==> config.mk <==
export PLATFORM = sky130hd
export DESIGN_NAME = pin_glitch_filter
export DESIGN_NICKNAME = d
export VERILOG_FILES = /design/src/rtl/pin_filt_pkg.sv /design/src/rtl/pf_sync.sv /design/src/rtl/pf_rate_gen.sv /design/src/rtl/pf_vote.sv /design/src/rtl/pin_glitch_filter.sv
export SDC_FILE = /design/constraint.sdc
export NUM_CORES = 1
export LEC_CHECK = 0
export BUFFER_PORTS_ARGS = -buffer_cell sky130_fd_sc_hd__buf_4
export CORE_MARGIN = 2
export CORE_UTILIZATION = 40
export CTS_CLUSTER_DIAMETER = 200
export DETAILED_ROUTE_END_ITERATION = 8
export SLEW_MARGIN = 0
export SYNTH_ARGS = -nofsm -noshare
export SYNTH_HDL_FRONTEND = slang
export SYNTH_HIERARCHICAL = 1
export SYNTH_SLANG_ARGS = --single-unit
==> constraint.sdc <==
create_clock -name clk_i -period 6.9 [get_ports clk_i]
set_input_delay 1.035 -clock clk_i [delete_from_list [all_inputs] [get_ports clk_i]]
set_output_delay 1.035 -clock clk_i [all_outputs]
set_load 0.01 [all_outputs]
==> src/rtl/pin_filt_pkg.sv <==
package pin_filt_pkg;

   typedef enum logic [1:0] {
      FSEL_BYPASS = 2'b00,
      FSEL_EVERY  = 2'b01,
      FSEL_MID    = 2'b10,
      FSEL_SLOW   = 2'b11
   } fsel_e;

   function automatic bit is_pow2(input int unsigned v);
      return (v != 0) && ((v & (v - 1)) == 0);
   endfunction

endpackage

==> src/rtl/pf_sync.sv <==
module pf_sync #(
   parameter int unsigned STAGES = 2
) (
   input  logic clk_i,
   input  logic rst_ni,
   input  logic d_i,
   output logic q_o
);
   if (STAGES < 2) begin : g_bad_stages
      $error("pf_sync: STAGES must be at least 2");
   end

   logic [STAGES-1:0] chain_q;

   for (genvar i = 0; i < STAGES; i++) begin : g_stage
      always_ff @(posedge clk_i or negedge rst_ni) begin
         if (!rst_ni) begin
            chain_q[i] <= 1'b0;
         end else if (i == 0) begin
            chain_q[i] <= d_i;
         end else begin
            chain_q[i] <= chain_q[(i == 0) ? 0 : i-1];
         end
      end
   end

   assign q_o = chain_q[STAGES-1];
endmodule

==> src/rtl/pf_rate_gen.sv <==
module pf_rate_gen
   import pin_filt_pkg::*;
#(
   parameter int unsigned DIV_MID  = 8,
   parameter int unsigned DIV_SLOW = 32
) (
   input  logic  clk_i,
   input  logic  rst_ni,
   input  fsel_e sel_i,
   input  logic  clear_i,
   output logic  tick_o
);
   localparam int unsigned CW      = $clog2(DIV_SLOW);
   localparam int unsigned MID_LOG = $clog2(DIV_MID);
   localparam bit          POW2    = is_pow2(DIV_MID) && is_pow2(DIV_SLOW);
   localparam logic [CW-1:0] LIM_MID  = CW'(DIV_MID - 1);
   localparam logic [CW-1:0] LIM_SLOW = CW'(DIV_SLOW - 1);

   if (DIV_MID < 2) begin : g_bad_mid
      $error("pf_rate_gen: DIV_MID must be at least 2");
   end
   if (DIV_SLOW <= DIV_MID) begin : g_bad_slow
      $error("pf_rate_gen: DIV_SLOW must exceed DIV_MID");
   end

   logic [CW-1:0] cnt_q;
   logic          hit_mid, hit_slow;
   logic          divided;

   assign divided = (sel_i == FSEL_MID) || (sel_i == FSEL_SLOW);

   if (POW2) begin : g_mask
      // free-running counter: terminal count is read from the low bits
      assign hit_mid  = &cnt_q[MID_LOG-1:0];
      assign hit_slow = &cnt_q;

      always_ff @(posedge clk_i or negedge rst_ni) begin
         if (!rst_ni) begin
            cnt_q <= '0;
         end else if (clear_i || !divided) begin
            cnt_q <= '0;
         end else begin
            cnt_q <= cnt_q + 1'b1;
         end
      end
   end else begin : g_compare
      // arbitrary divisors: compare against the limit and wrap
      logic [CW-1:0] lim;
      assign lim      = (sel_i == FSEL_MID) ? LIM_MID : LIM_SLOW;
      assign hit_mid  = (cnt_q == LIM_MID);
      assign hit_slow = (cnt_q == LIM_SLOW);

      always_ff @(posedge clk_i or negedge rst_ni) begin
         if (!rst_ni) begin
            cnt_q <= '0;
         end else if (clear_i || !divided || cnt_q == lim) begin
            cnt_q <= '0;
         end else begin
            cnt_q <= cnt_q + 1'b1;
         end
      end
   end

   always_comb begin
      tick_o = 1'b0;
      if (!clear_i) begin
         unique case (sel_i)
            FSEL_EVERY:  tick_o = 1'b1;
            FSEL_MID:    tick_o = hit_mid;
            FSEL_SLOW:   tick_o = hit_slow;
            default:     tick_o = 1'b0;
         endcase
      end
   end
endmodule

==> src/rtl/pf_vote.sv <==
module pf_vote #(
   parameter int unsigned AGREE = 3
) (
   input  logic clk_i,
   input  logic rst_ni,
   input  logic clear_i,
   input  logic bypass_i,
   input  logic tick_i,
   input  logic din_i,
   output logic level_o,
   output logic rise_o,
   output logic fall_o
);
   localparam int unsigned FW = $clog2(AGREE + 1);
   localparam logic [FW-1:0] FULL = FW'(AGREE);

   if (AGREE < 2) begin : g_bad_agree
      $error("pf_vote: AGREE must be at least 2");
   end

   logic [AGREE-1:0] hist_q, hist_n;
   logic [FW-1:0]    fill_q, fill_n;
   logic             agree, next_lvl;

   always_comb begin
      hist_n   = {hist_q[AGREE-2:0], din_i};
      fill_n   = (fill_q == FULL) ? FULL : fill_q + 1'b1;
      agree    = (fill_n == FULL) && ((&hist_n) || (~|hist_n));
      next_lvl = level_o;
      if (!clear_i) begin
         if (bypass_i) begin
            next_lvl = din_i;
         end else if (tick_i && agree) begin
            next_lvl = hist_n[0];
         end
      end
   end

   always_ff @(posedge clk_i or negedge rst_ni) begin
      if (!rst_ni) begin
         hist_q  <= '0;
         fill_q  <= '0;
         level_o <= 1'b0;
         rise_o  <= 1'b0;
         fall_o  <= 1'b0;
      end else begin
         if (clear_i || bypass_i) begin
            hist_q <= '0;
            fill_q <= '0;
         end else if (tick_i) begin
            hist_q <= hist_n;
            fill_q <= fill_n;
         end
         level_o <= next_lvl;
         rise_o  <= next_lvl & ~level_o;
         fall_o  <= ~next_lvl & level_o;
      end
   end
endmodule

==> src/rtl/pin_glitch_filter.sv <==
module pin_glitch_filter
   import pin_filt_pkg::*;
#(
   parameter int unsigned SYNC_STAGES = 2,
   parameter int unsigned AGREE       = 3,
   parameter int unsigned DIV_MID     = 8,
   parameter int unsigned DIV_SLOW    = 32
) (
   input  logic       clk_i,
   input  logic       rst_ni,
   input  logic [1:0] rate_sel_i,
   input  logic       pin_i,
   output logic       level_o,
   output logic       rise_o,
   output logic       fall_o
);
   logic [1:0] sel_q;
   logic       sel_chg;
   logic       pin_sync;
   logic       samp_tick;

   assign sel_chg = (rate_sel_i != sel_q);

   always_ff @(posedge clk_i or negedge rst_ni) begin
      if (!rst_ni) begin
         sel_q <= 2'b00;
      end else begin
         sel_q <= rate_sel_i;
      end
   end

   pf_sync #(.STAGES(SYNC_STAGES)) u_sync (
      .clk_i  (clk_i),
      .rst_ni (rst_ni),
      .d_i    (pin_i),
      .q_o    (pin_sync)
   );

   pf_rate_gen #(.DIV_MID(DIV_MID), .DIV_SLOW(DIV_SLOW)) u_rate (
      .clk_i   (clk_i),
      .rst_ni  (rst_ni),
      .sel_i   (fsel_e'(sel_q)),
      .clear_i (sel_chg),
      .tick_o  (samp_tick)
   );

   pf_vote #(.AGREE(AGREE)) u_vote (
      .clk_i    (clk_i),
      .rst_ni   (rst_ni),
      .clear_i  (sel_chg),
      .bypass_i (sel_q == FSEL_BYPASS),
      .tick_i   (samp_tick),
      .din_i    (pin_sync),
      .level_o  (level_o),
      .rise_o   (rise_o),
      .fall_o   (fall_o)
   );
endmodule

==> impl_results.md, run 1 <==
- Status: finished, final reports clean
- Layout net count: 81
- CTS Hold Bufs: 0
- Syn nets: 70
- Worst R2R End: u_vote/level_o
- FF-to-FF path depth: 6
- GR Util met1: 0.175
- Pin count of the biggest net entering global routing: 17
- Met2 usage: 0.175
- Area delta synth->final: 15.9%
- Avg Inst Size Synth: 11.7 um^2
- Root Driver: clkbuf_4
- Worst hold endpoint: u_sync/q_o
- Vias: 481
- Vias in the first global route: 440
- Critical Path RT: 7.07 ns
- Global-route usage over all layers: 0.126
- WHS Path Cells: 0
- Filler Cell Count: 170
- Crit Path Class: in -> reg
- Final WL: 1090 um
- Max-Cap Viols: 0
- Clk_skew: 0.00444 ns
- N_diodes: 0
- Fin crit share: 0.404
- Worst setup SP type: primary input
- Syn. warnings: 6
- Initial DRC Count: 12
- Upper clock frequency limit: 0.359 GHz
- Avg WL per Cell: 11.2 um
- Final setup fails: 0
- Vias/cell: 4.96
- Post-CTS Repair Setup Buffers: 0
- Reg2reg setup slack: 4.47 ns
- Total congestion overflow: 0
- Tmin final: 2.79 ns
- Initial core utilization: 0.423
- Met3 usage: 0.0235
- Die Y: 46.5 um
- Maximum vdd drop: 0.110 mV
- Cell Area, Synth: 723 um^2
- Post-route DRC: 0
- Hold Vio Cnt, Final: 0
- H-tree levels: 1
- Post-CTS sizing: 0
- Share of cells above drive strength 1: 0.194
- Register area share after synthesis: 0.554
- R2R Path Start: sel_q[1]
- Pwr per Cell Area: 209 nW/um^2
- Flop and latch count out of synthesis: 16
- First-pass GRT wire length: 1870 um
- Initial antenna violation count: 0
- Rel. slew slack: 0.495
- Gpl congestion: 0.683
- Area occupied by multi-input gates: 303 um^2
- Critical path arrival: 2.96 ns
- RSZ-0062 raised after global routing: no
- Fin util: 0.491
- Die area: 2160 um^2
- HP Start: u_sync/chain_q[0]
- Seq. cell area: 400 um^2
- Most Crowded Layer GR: met2
- Post-synthesis instance total: 62
- Worst hold path class: reg -> reg
- Final Max Slew Viols: 0
- Number of port buffers: 7
- CTS sink count: 16
- Initial DRT Pass Iterations: 4
- Clock buffer count from CTS: 3
- Clk_lat worst skew: 0.28 ns
- Die Wd: 46.5 um
- CTS tree: built
- Slew @ Worst Pin: 0.752 ns
- Site row count: 15
- Clock-pin slew on the worst setup and hold paths: 0.10 ns
- Crit-path max FO: 13
- ANT nets after route: 0
- HPWL reported at the end of detailed placement: 776 um
- I/O Pins: 8
- Clock tree buffer depth: 2
- Count of cell types in the netlist: 24
- Core area: 1710 um^2
- Setup Total Neg Slack: 0 ns
- P_leak: 0.400 nW
- CP endpoint kind: flop
placed cells by master, fill, tap and decap left out:
| cell | Yosys | routed |
|---|---|---|
| buf_4 | 0 | 7 |
| and3_1 | 2 | 2 |
| o21ai_0 | 1 | 1 |
| inv_1 | 4 | 4 |
| nor2_1 | 1 | 1 |
| ha_1 | 3 | 3 |
| nand2b_1 | 1 | 1 |
| clkbuf_8 | 0 | 1 |
| a2111oi_2 | 2 | 2 |
| clkbuf_4 | 0 | 3 |
| o21ai_2 | 1 | 1 |
| nor2b_1 | 2 | 2 |
| nand2_1 | 3 | 3 |
| xnor2_1 | 2 | 2 |
| a21oi_1 | 2 | 2 |
| nand3_1 | 1 | 1 |
| nor3_1 | 6 | 6 |
| a311oi_1 | 1 | 1 |
| mux2i_1 | 3 | 3 |
| or3b_1 | 1 | 1 |
| or3_1 | 1 | 1 |
| and4b_1 | 1 | 1 |
| dfrtp_1 | 16 | 16 |
| and2_1 | 4 | 4 |
| nand3b_1 | 2 | 2 |
| o221ai_1 | 1 | 1 |
final cells by class:
| cell class | instances | share of cell area |
|---|---|---|
| clock buffer | 4 | 0.0433 |
| inverter | 4 | 0.0179 |
| multi-input combinational | 41 | 0.361 |
| sequential | 16 | 0.478 |
| tap | 25 | 0.0373 |
| timing repair buffer | 7 | 0.0627 |
worst max-delay path, stage by stage:
cell and delay [ns]:
buf_4 0.11, xnor2_1 0.12, nand2_1 0.28, a311oi_1 0.69, and2_1 0.28, o221ai_1 0.13, or3_1 0.32
cell families after synthesis:
logic type,synth area share
buf+inv,0.0277
flops,0.554
xor+xnor,0.0242
mux,0.0415
fa+ha+maj,0.0519
simple gates,0.202
compound gates,0.0986
metrics by stage:
| stage | cells | worst slack, ns | instance area, um^2 | hold WS, ns | total power, mW |
|---|---|---|---|---|---|
| floorplan | 62 | 4.31 | 723 | 0.331 | 0.109 |
| global placement | 93 | 3.83 | 802 | 0.339 | 0.115 |
| detailed placement | 93 | 3.78 | 802 | 0.348 | 0.115 |
| CTS | 97 | 4.08 | 838 | 0.372 | 0.178 |
| global route | 97 | 3.82 | 838 | 0.384 | 0.183 |
| finish | 97 | 4.11 | 838 | 0.366 | 0.176 |
routing by layer:
metal / vias up / share of wire
met4: 0 / 0.0092
met3: 2 / 0.037
met5: - / 0
met2: 8 / 0.43
met1: 231 / 0.53
li1: 240 / -
synth_stat cells:
cell type	count	area (um^2)
nand3b_1	2	15.0
or3b_1	1	8.76
clkbuf_2	1	5.00
a2111oi_2	2	30.0
a311oi_1	1	8.76
xnor2_1	2	17.5
nor2_1	1	3.75
ha_1	3	37.5
mux2i_1	3	30.0
and3_1	2	12.5
nand3_1	1	5.00
o221ai_1	1	8.76
nand2_1	3	11.3
nand2b_1	1	6.26
o21ai_0	1	5.00
and2_1	4	25.0
a21oi_1	2	10.0
inv_1	4	15.0
or3_1	1	6.26
o21ai_2	1	8.76
and4b_1	1	10.0
dfrtp_1	16	400
nor3_1	6	30.0
nor2b_1	2	12.5
flip-flops by register name, summed over array words and instances, names as in the netlist:
name / cells
u_rate/cnt_q: 5
sel_q: 2
u_vote/fill_q: 2
u_vote/hist_q: 2
u_sync/chain_q: 1
u_sync/q_o: 1
u_vote/fall_o: 1
u_vote/level_o: 1
u_vote/rise_o: 1
where the power goes:
group | leakage [nW] | internal [mW] | switching, mW
clock | 0.0210 | 0.0321 | 0.0306
combinational | 0.171 | 0.00595 | 0.00847
sequential | 0.209 | 0.0960 | 0.00250
worst max path at each step:
| stage | startpoint | end | slack (ns) |
|---|---|---|---|
| 3_5_place_dp | rate_sel_i[1] | u_vote/fall_o | 3.78 |
| 6_report | rate_sel_i[0] | u_vote/level_o | 4.11 |
| 4_1_cts | rate_sel_i[1] | u_vote/fall_o | 4.08 |
| 2_1_floorplan | rate_sel_i[0] | u_vote/level_o | 4.31 |
| 3_3_place_gp | rate_sel_i[0] | u_vote/level_o | 3.83 |
| 5_1_grt | rate_sel_i[1] | u_vote/fall_o | 3.82 |
No activity file was read; power rests on OpenSTA's default activity.
==> inputs of run 2 (changes only) <==
Settings changed: ABC_AREA from default to 1.
Clock period 6.9 ns to 2.8 ns, I/O delays scaled along.
==> run 2 against run 1 <==
Sequential cell count unchanged. Largest power group unchanged. Wire length increased by 0.83%. Core utilization increased by 1.1 points. Largest cell class unchanged. Synthesized cell count increased by 37%. First-iteration DRC count decreased by 50%. Die area increased by 1.6%. Highest routed layer unchanged. Critical path depth increased by 5.
==> impl_results.md, run 2 <==
- Max-Cap Viols: 0 (unchanged)
- I/O Pins: 8 (unchanged)
- Register area share after synthesis: 0.544 (-0.00942)
- Avg WL per Cell: 8.98 um (-20%)
- Maximum vdd drop: 0.392 mV (+260%)
- Worst hold path class: in -> reg
- H-tree levels: 1 (unchanged)
- Core area: 1730 um^2 (+1.1%)
- Worst R2R End: u_vote/level_o
- Count of cell types in the netlist: 17 (-29%)
- Worst hold endpoint: u_sync/chain_q[0]
- Die Y: 46.9 um (+0.78%)
- HPWL reported at the end of detailed placement: 844 um (+8.8%)
- Flop and latch count out of synthesis: 16 (unchanged)
- Tmin final: 1.85 ns
- FF-to-FF path depth: 12 (+6)
- Clock tree buffer depth: 2 (unchanged)
- Site row count: 15 (unchanged)
- Most common cell in the netlist: nand2_1
- Share of cells above drive strength 1: 0.237 (+0.0427)
- N_diodes: 0 (unchanged)
- Total congestion overflow: 0 (unchanged)
- Worst setup SP type: flop
- Vias: 511 (+6.2%)
- Min Hold Slack: 0.234 ns (-0.133 ns)
- Syn. warnings: 6 (unchanged)
- Avg Inst Size Synth: 8.66 um^2 (-26%)
- Vias/cell: 4.19 (-16%)
- Slew @ Worst Pin: 0.388 ns (-0.364 ns)
- Final Max Slew Viols: 0 (unchanged)
- Synth top area share: 0.544 (-0.00942)
- Initial DRC Count: 6 (-6)
- Gpl congestion: 0.719 (+5.3%)
- Area contributors post-synth: dfrtp_1 54%, nand2_1 8.7%, inv_1 8.2%
- HP Start: pin_i
- Pwr per Cell Area: 512 nW/um^2 (+140%)
- RSZ-0062 raised after global routing: no
- Syn nets: 93 (+33%)
- Post-synthesis instance total: 85 (+37%)
- Tot Pwr: 0.443 mW (+150%)
- Cell taking the most area after synthesis: dfrtp_1
- Global-route usage over all layers: 0.130 (+0.00445)
- Die Wd: 46.9 um (+0.78%)
- R2R Path Start: sel_q[0]
- Status: finished, final reports clean
- Reg with most FFs: u_rate/cnt_q
- Rel. slew slack: 0.741 (+0.245)
- Post-route DRC: 0 (unchanged)
- Top cells by count, synth: 17 x nand2_1, 16 x dfrtp_1, 16 x inv_1, 10 x nor2_1
- Root Driver: clkbuf_4
- Initial DRT Pass Iterations: 2 (-2)
- CTS sink count: 16 (unchanged)
- First-pass GRT wire length: 1910 um (+2.2%)
- Hold Vio Cnt, Final: 0 (unchanged)
- Clk_lat worst skew: 0.28 ns (about the same)
- Clk_skew: 0.00119 ns (-0.00325 ns)
- Final WL: 1100 um (+0.83%)
- Upper clock frequency limit: 0.541 GHz
- EDFF count, synth: 0 (unchanged)
- Pin count of the biggest net entering global routing: 17 (unchanged)
- Post-CTS sizing: 0 (unchanged)
- Most common cell after layout, fill and taps aside: nand2_1
- Number of port buffers: 7 (unchanged)
- Layout net count: 106 (+31%)
- ANT nets after route: 0 (unchanged)
- CTS tree: built
- CP endpoint kind: flop
- Max reg flops: 5 (unchanged)
- Critical path arrival: 2.04 ns (-0.92 ns)
- Critical Path RT: 2.99 ns (-4.08 ns)
- Cell Area, Synth: 736 um^2 (+1.7%)
- Setup Total Neg Slack: 0 ns (unchanged)
- Crit-path max FO: 7 (-6)
- Initial antenna violation count: 0 (unchanged)
- Vias in the first global route: 463 (+5.2%)
- Crit Path Class: reg -> reg
- Clock-pin slew on the worst setup and hold paths: 0.09 ns (about the same)
- P_leak: 0.488 nW (+22%)
- Final setup fails: 0 (unchanged)
- Area delta synth->final: 17.7%
- Fin crit share: 0.661
- Reg2reg setup slack: 0.95 ns (-3.52 ns)
- Placed Instance Area: 820 um^2 (+2.2%)
- Clock buffer count from CTS: 3 (unchanged)
- Finished Cell Area: 866 um^2 (+3.3%)
- Initial core utilization: 0.426 (+0.00264)
- Ys flop type: dfrtp_1
- Asr flop ratio synth: 1.00 (unchanged)
- Die area: 2200 um^2 (+1.6%)
- Most frequent cells in the layout: 17 x nand2_1, 16 x inv_1, 16 x dfrtp_1
- WHS Path Cells: 1 (+1)
## run 2: logic make-up after synthesis
family / Yosys count / share of synthesized area
AOI/OAI and AO/OA: 6 / 0.0459
xor gates and xnor gates: 1 / 0.0119
adders and majority gates: 3 / 0.0510
buffers and inverters: 20 / 0.102
DFF: 16 / 0.544
and+or+nand+nor: 39 / 0.245
## run 2: per-layer routing
layer	part of all wire	vias up	global-route usage
met5	0	-	0
met4	0.012	0	0.0500
met3	0.042	2	0.0577
met2	0.50	5	0.186
met1	0.44	228	0.174
li1	-	276	-
## run 2: worst max-delay path by stage
stage	endpoint	start	cells past startpoint
after detailed placement	u_vote/level_o	rate_sel_i[0]	13
final	u_vote/level_o	sel_q[0]	12
after global routing	u_vote/level_o	sel_q[0]	12
after CTS	u_vote/level_o	sel_q[0]	12
after floorplan	u_vote/level_o	u_rate/cnt_q[0]	13
after global placement	u_vote/level_o	rate_sel_i[0]	13
## run 2: worst max-delay path, cell delays in order, from the launching register on
cell and delay [ns]:
dfrtp_1 0.43, xnor2_1 0.17, nand2_1 0.17, inv_1 0.09, nand2_1 0.05, nor2_1 0.32
nand2_1 0.10, inv_1 0.07, nand3_2 0.07, nand2_2 0.07, nand3_1 0.09, nand2_1 0.08
inv_1 0.04
## run 2: area by class of cell
cell class,instances,area (um^2)
clock buffers,4,36.3
inverters,20,75.1
multi-input cells,49,260
well taps,25,31.3
repair buffers,8,62.6
fillers,172,861
flip-flops and latches,16,400
## run 2: report_power, final
group | internal [mW] | leakage [nW] | switching [mW]
Clock | 0.0792 | 0.0210 | 0.0724
Sequential | 0.239 | 0.210 | 0.00616
Combinational | 0.0188 | 0.257 | 0.0275
## run 2: metrics by stage
stage	setup slack [ns]	cells	util
2_1_floorplan	1.16	85	-
3_3_place_gp	0.920	117	0.475
3_5_place_dp	0.867	117	0.475
4_1_cts	0.940	122	0.501
5_1_grt	0.708	122	0.501
6_report	0.951	122	0.501
## run 2: what timing repair did
action	CTS	global route
hold endpoints to repair	16	0
hold buffers	1	0
buffers inserted	0	0
==> inputs of run 3 (changes only) <==
Clock period 2.8 ns to 1.8 ns, I/O delays scaled along.
==> run 3 against run 2 <==
Count of clock-buffer cells in the layout is the same. Cell area grew 5.2%. Die area is the same. Global-route usage grew 0.31 points. Sequential cell count is the same. Setup slack lost 0.83 ns. Total power grew 57%. Critical path type unchanged. Largest power group unchanged.
==> impl_results.md, run 3 (same netlist as run 2, synthesis figures left out) <==
- Status: finished, final reports clean
- Hold Vio Cnt, Final: 0 (unchanged)
- Tmin final: 1.67 ns (-0.175 ns)
- Final Max Slew Viols: 0 (unchanged)
- Final non-filler cell total: 125 (+2.5%)
- Number of port buffers: 7 (unchanged)
- R2R Path Start: u_rate/cnt_q[0]
- Clk_lat worst skew: 0.28 ns (about the same)
- Avg WL per Cell: 9.98 um (+11%)
- Maximum vdd drop: 0.431 mV (+10%)
- Post-route DRC: 0 (unchanged)
- Die Y: 46.9 um (unchanged)
- Setup Total Neg Slack: 0 ns (unchanged)
- Initial antenna violation count: 0 (unchanged)
- Max reg flops: 5 (unchanged)
- Final setup fails: 0 (unchanged)
- Global-route usage over all layers: 0.133 (+0.00307)
- Die Wd: 46.9 um (unchanged)
- Reg with most FFs: u_rate/cnt_q
- FF-to-FF path depth: 11 (-1)
- Pin count of the biggest net entering global routing: 17 (unchanged)
- Vias in the first global route: 529 (+14%)
- Critical path arrival: 1.85 ns (-0.19 ns)
- Final setup margin: 0.126 ns (-0.825 ns)
- WHS Path Cells: 1 (unchanged)
- H-tree levels: 1 (unchanged)
- Clock tree buffer depth: 2 (unchanged)
- Most frequent cells in the layout: 16 x inv_1, 16 x nand2_1, 16 x dfrtp_1
- Clock buffer count from CTS: 3 (unchanged)
- Die area: 2200 um^2 (unchanged)
- Clock-pin slew on the worst setup and hold paths: 0.09 ns (about the same)
- Pre-CTS setup slack: 0.0543 ns (-0.813 ns)
- Max-Cap Viols: 0 (unchanged)
- Reg2reg setup slack: 0.13 ns (-0.83 ns)
- Filler Cell Count: 172 (unchanged)
- Initial DRT Pass Iterations: 3 (+1)
- Min Hold Slack: 0.0881 ns (-0.146 ns)
- Fin crit share: 0.930 (+0.270)
- Total congestion overflow: 0 (unchanged)
- I/O Pins: 8 (unchanged)
- Slew @ Worst Pin: 0.206 ns (-0.181 ns)
- Worst hold path class: in -> reg
- Worst setup SP type: flop
- Gpl congestion: 0.688 (-4.4%)
- CTS sink count: 16 (unchanged)
- Vias/cell: 4.34 (+3.7%)
- ANT nets after route: 0 (unchanged)
- CP endpoint kind: flop
- Pwr per Cell Area: 767 nW/um^2 (+50%)
- HPWL reported at the end of detailed placement: 879 um (+4.1%)
- Vias: 543 (+6.3%)
- Worst hold endpoint: u_sync/chain_q[0]
- Layout net count: 109 (+2.8%)
- RSZ-0062 raised after global routing: yes
- Final WL: 1250 um (+14%)
- N_diodes: 0 (unchanged)
- Site row count: 15 (unchanged)
- Core area: 1730 um^2 (unchanged)
- Area delta synth->final: 23.8%
- Clk_skew: 0.00233 ns (+0.00114 ns)
- HP Start: pin_i
- First-pass GRT wire length: 2010 um (+5.4%)
- Crit-path max FO: 6 (-1)
- Initial core utilization: 0.426 (unchanged)
- Upper clock frequency limit: 0.597 GHz (+10%)
- Root Driver: clkbuf_4
- Dpl cells: 119 (+1.7%)
- Worst R2R End: u_vote/fill_q[1]
- Rel. slew slack: 0.863 (+0.122)
- Share of cells above drive strength 1: 0.330 (+0.0929)
- Crit Path Class: reg -> reg
- CTS tree: built
- Initial DRC Count: 8 (+2)
- P_leak: 0.501 nW (+2.6%)
- Critical Path RT: 1.98 ns (-1.01 ns)
[run 3: routing by layer]
layer | vias up | wire [um] | global-route usage
li1 | 283 | - | -
met2 | 2 | 665 | 0.236
met4 | 0 | 8 | 0.0667
met3 | 2 | 20 | 0.0346
met5 | - | 0 | 0
met1 | 256 | 553 | 0.147
[run 3: timing repair]
| item | in CTS | in global routing |
|---|---|---|
| setup buffers | 0 | 1 |
| endpoints found under the hold margin | 16 | 0 |
| setup endpoints to repair | 0 | 5 |
| hold buffers | 1 | 0 |
| resized for setup | 0 | 7 |
[run 3: how the worst max path moves through the flow]
stage,start,end,depth (start not counted)
2_1_floorplan,u_rate/cnt_q[0],u_vote/level_o,13
3_3_place_gp,u_rate/cnt_q[0],u_vote/fill_q[1],11
3_5_place_dp,u_rate/cnt_q[0],u_vote/fill_q[1],11
4_1_cts,u_rate/cnt_q[0],u_vote/fill_q[1],11
5_1_grt,u_rate/cnt_q[0],u_vote/level_o,14
6_report,u_rate/cnt_q[0],u_vote/fill_q[1],11
[run 3: stage by stage]
stage | cell area (um^2) | power [mW] | utilization
after CTS | 881 | 0.708 | 0.510
after detailed placement | 835 | 0.466 | 0.483
after global placement | 835 | 0.464 | 0.483
after floorplan | 736 | 0.429 | -
after global routing | 911 | 0.736 | 0.528
final | 911 | 0.698 | 0.528
[run 3: where the power goes]
| group | internal (mW) | switching (mW) | total [mW] | leakage [nW] |
|---|---|---|---|---|
| clock | 0.123 | 0.111 | 0.234 | 0.0210 |
| sequential | 0.372 | 0.00913 | 0.381 | 0.210 |
| combinational | 0.0352 | 0.0479 | 0.0831 | 0.270 |
| total | 0.530 | 0.168 | 0.698 | 0.501 |
[run 3: area by class of cell]
| type | count | area [um^2] | area share |
|---|---|---|---|
| Timing Repair Buffer | 11 | 85.1 | 0.0934 |
| Multi-Input combinational cell | 49 | 283 | 0.310 |
| Clock buffer | 4 | 36.3 | 0.0398 |
| Inverter | 20 | 75.1 | 0.0824 |
| Sequential cell | 16 | 400 | 0.440 |
| Tap cell | 25 | 31.3 | 0.0343 |
[run 3: critical path, cell delays in order (launching register included)]
cell and delay [ns]:
dfrtp_1 0.41, ha_2 0.19, nand2_2 0.06, nor2_2 0.04, ha_2 0.17, nor3_2 0.17, nor2_2 0.07, buf_4 0.15
nand2_1 0.08, inv_1 0.04, o21ai_0 0.14, inv_1 0.05
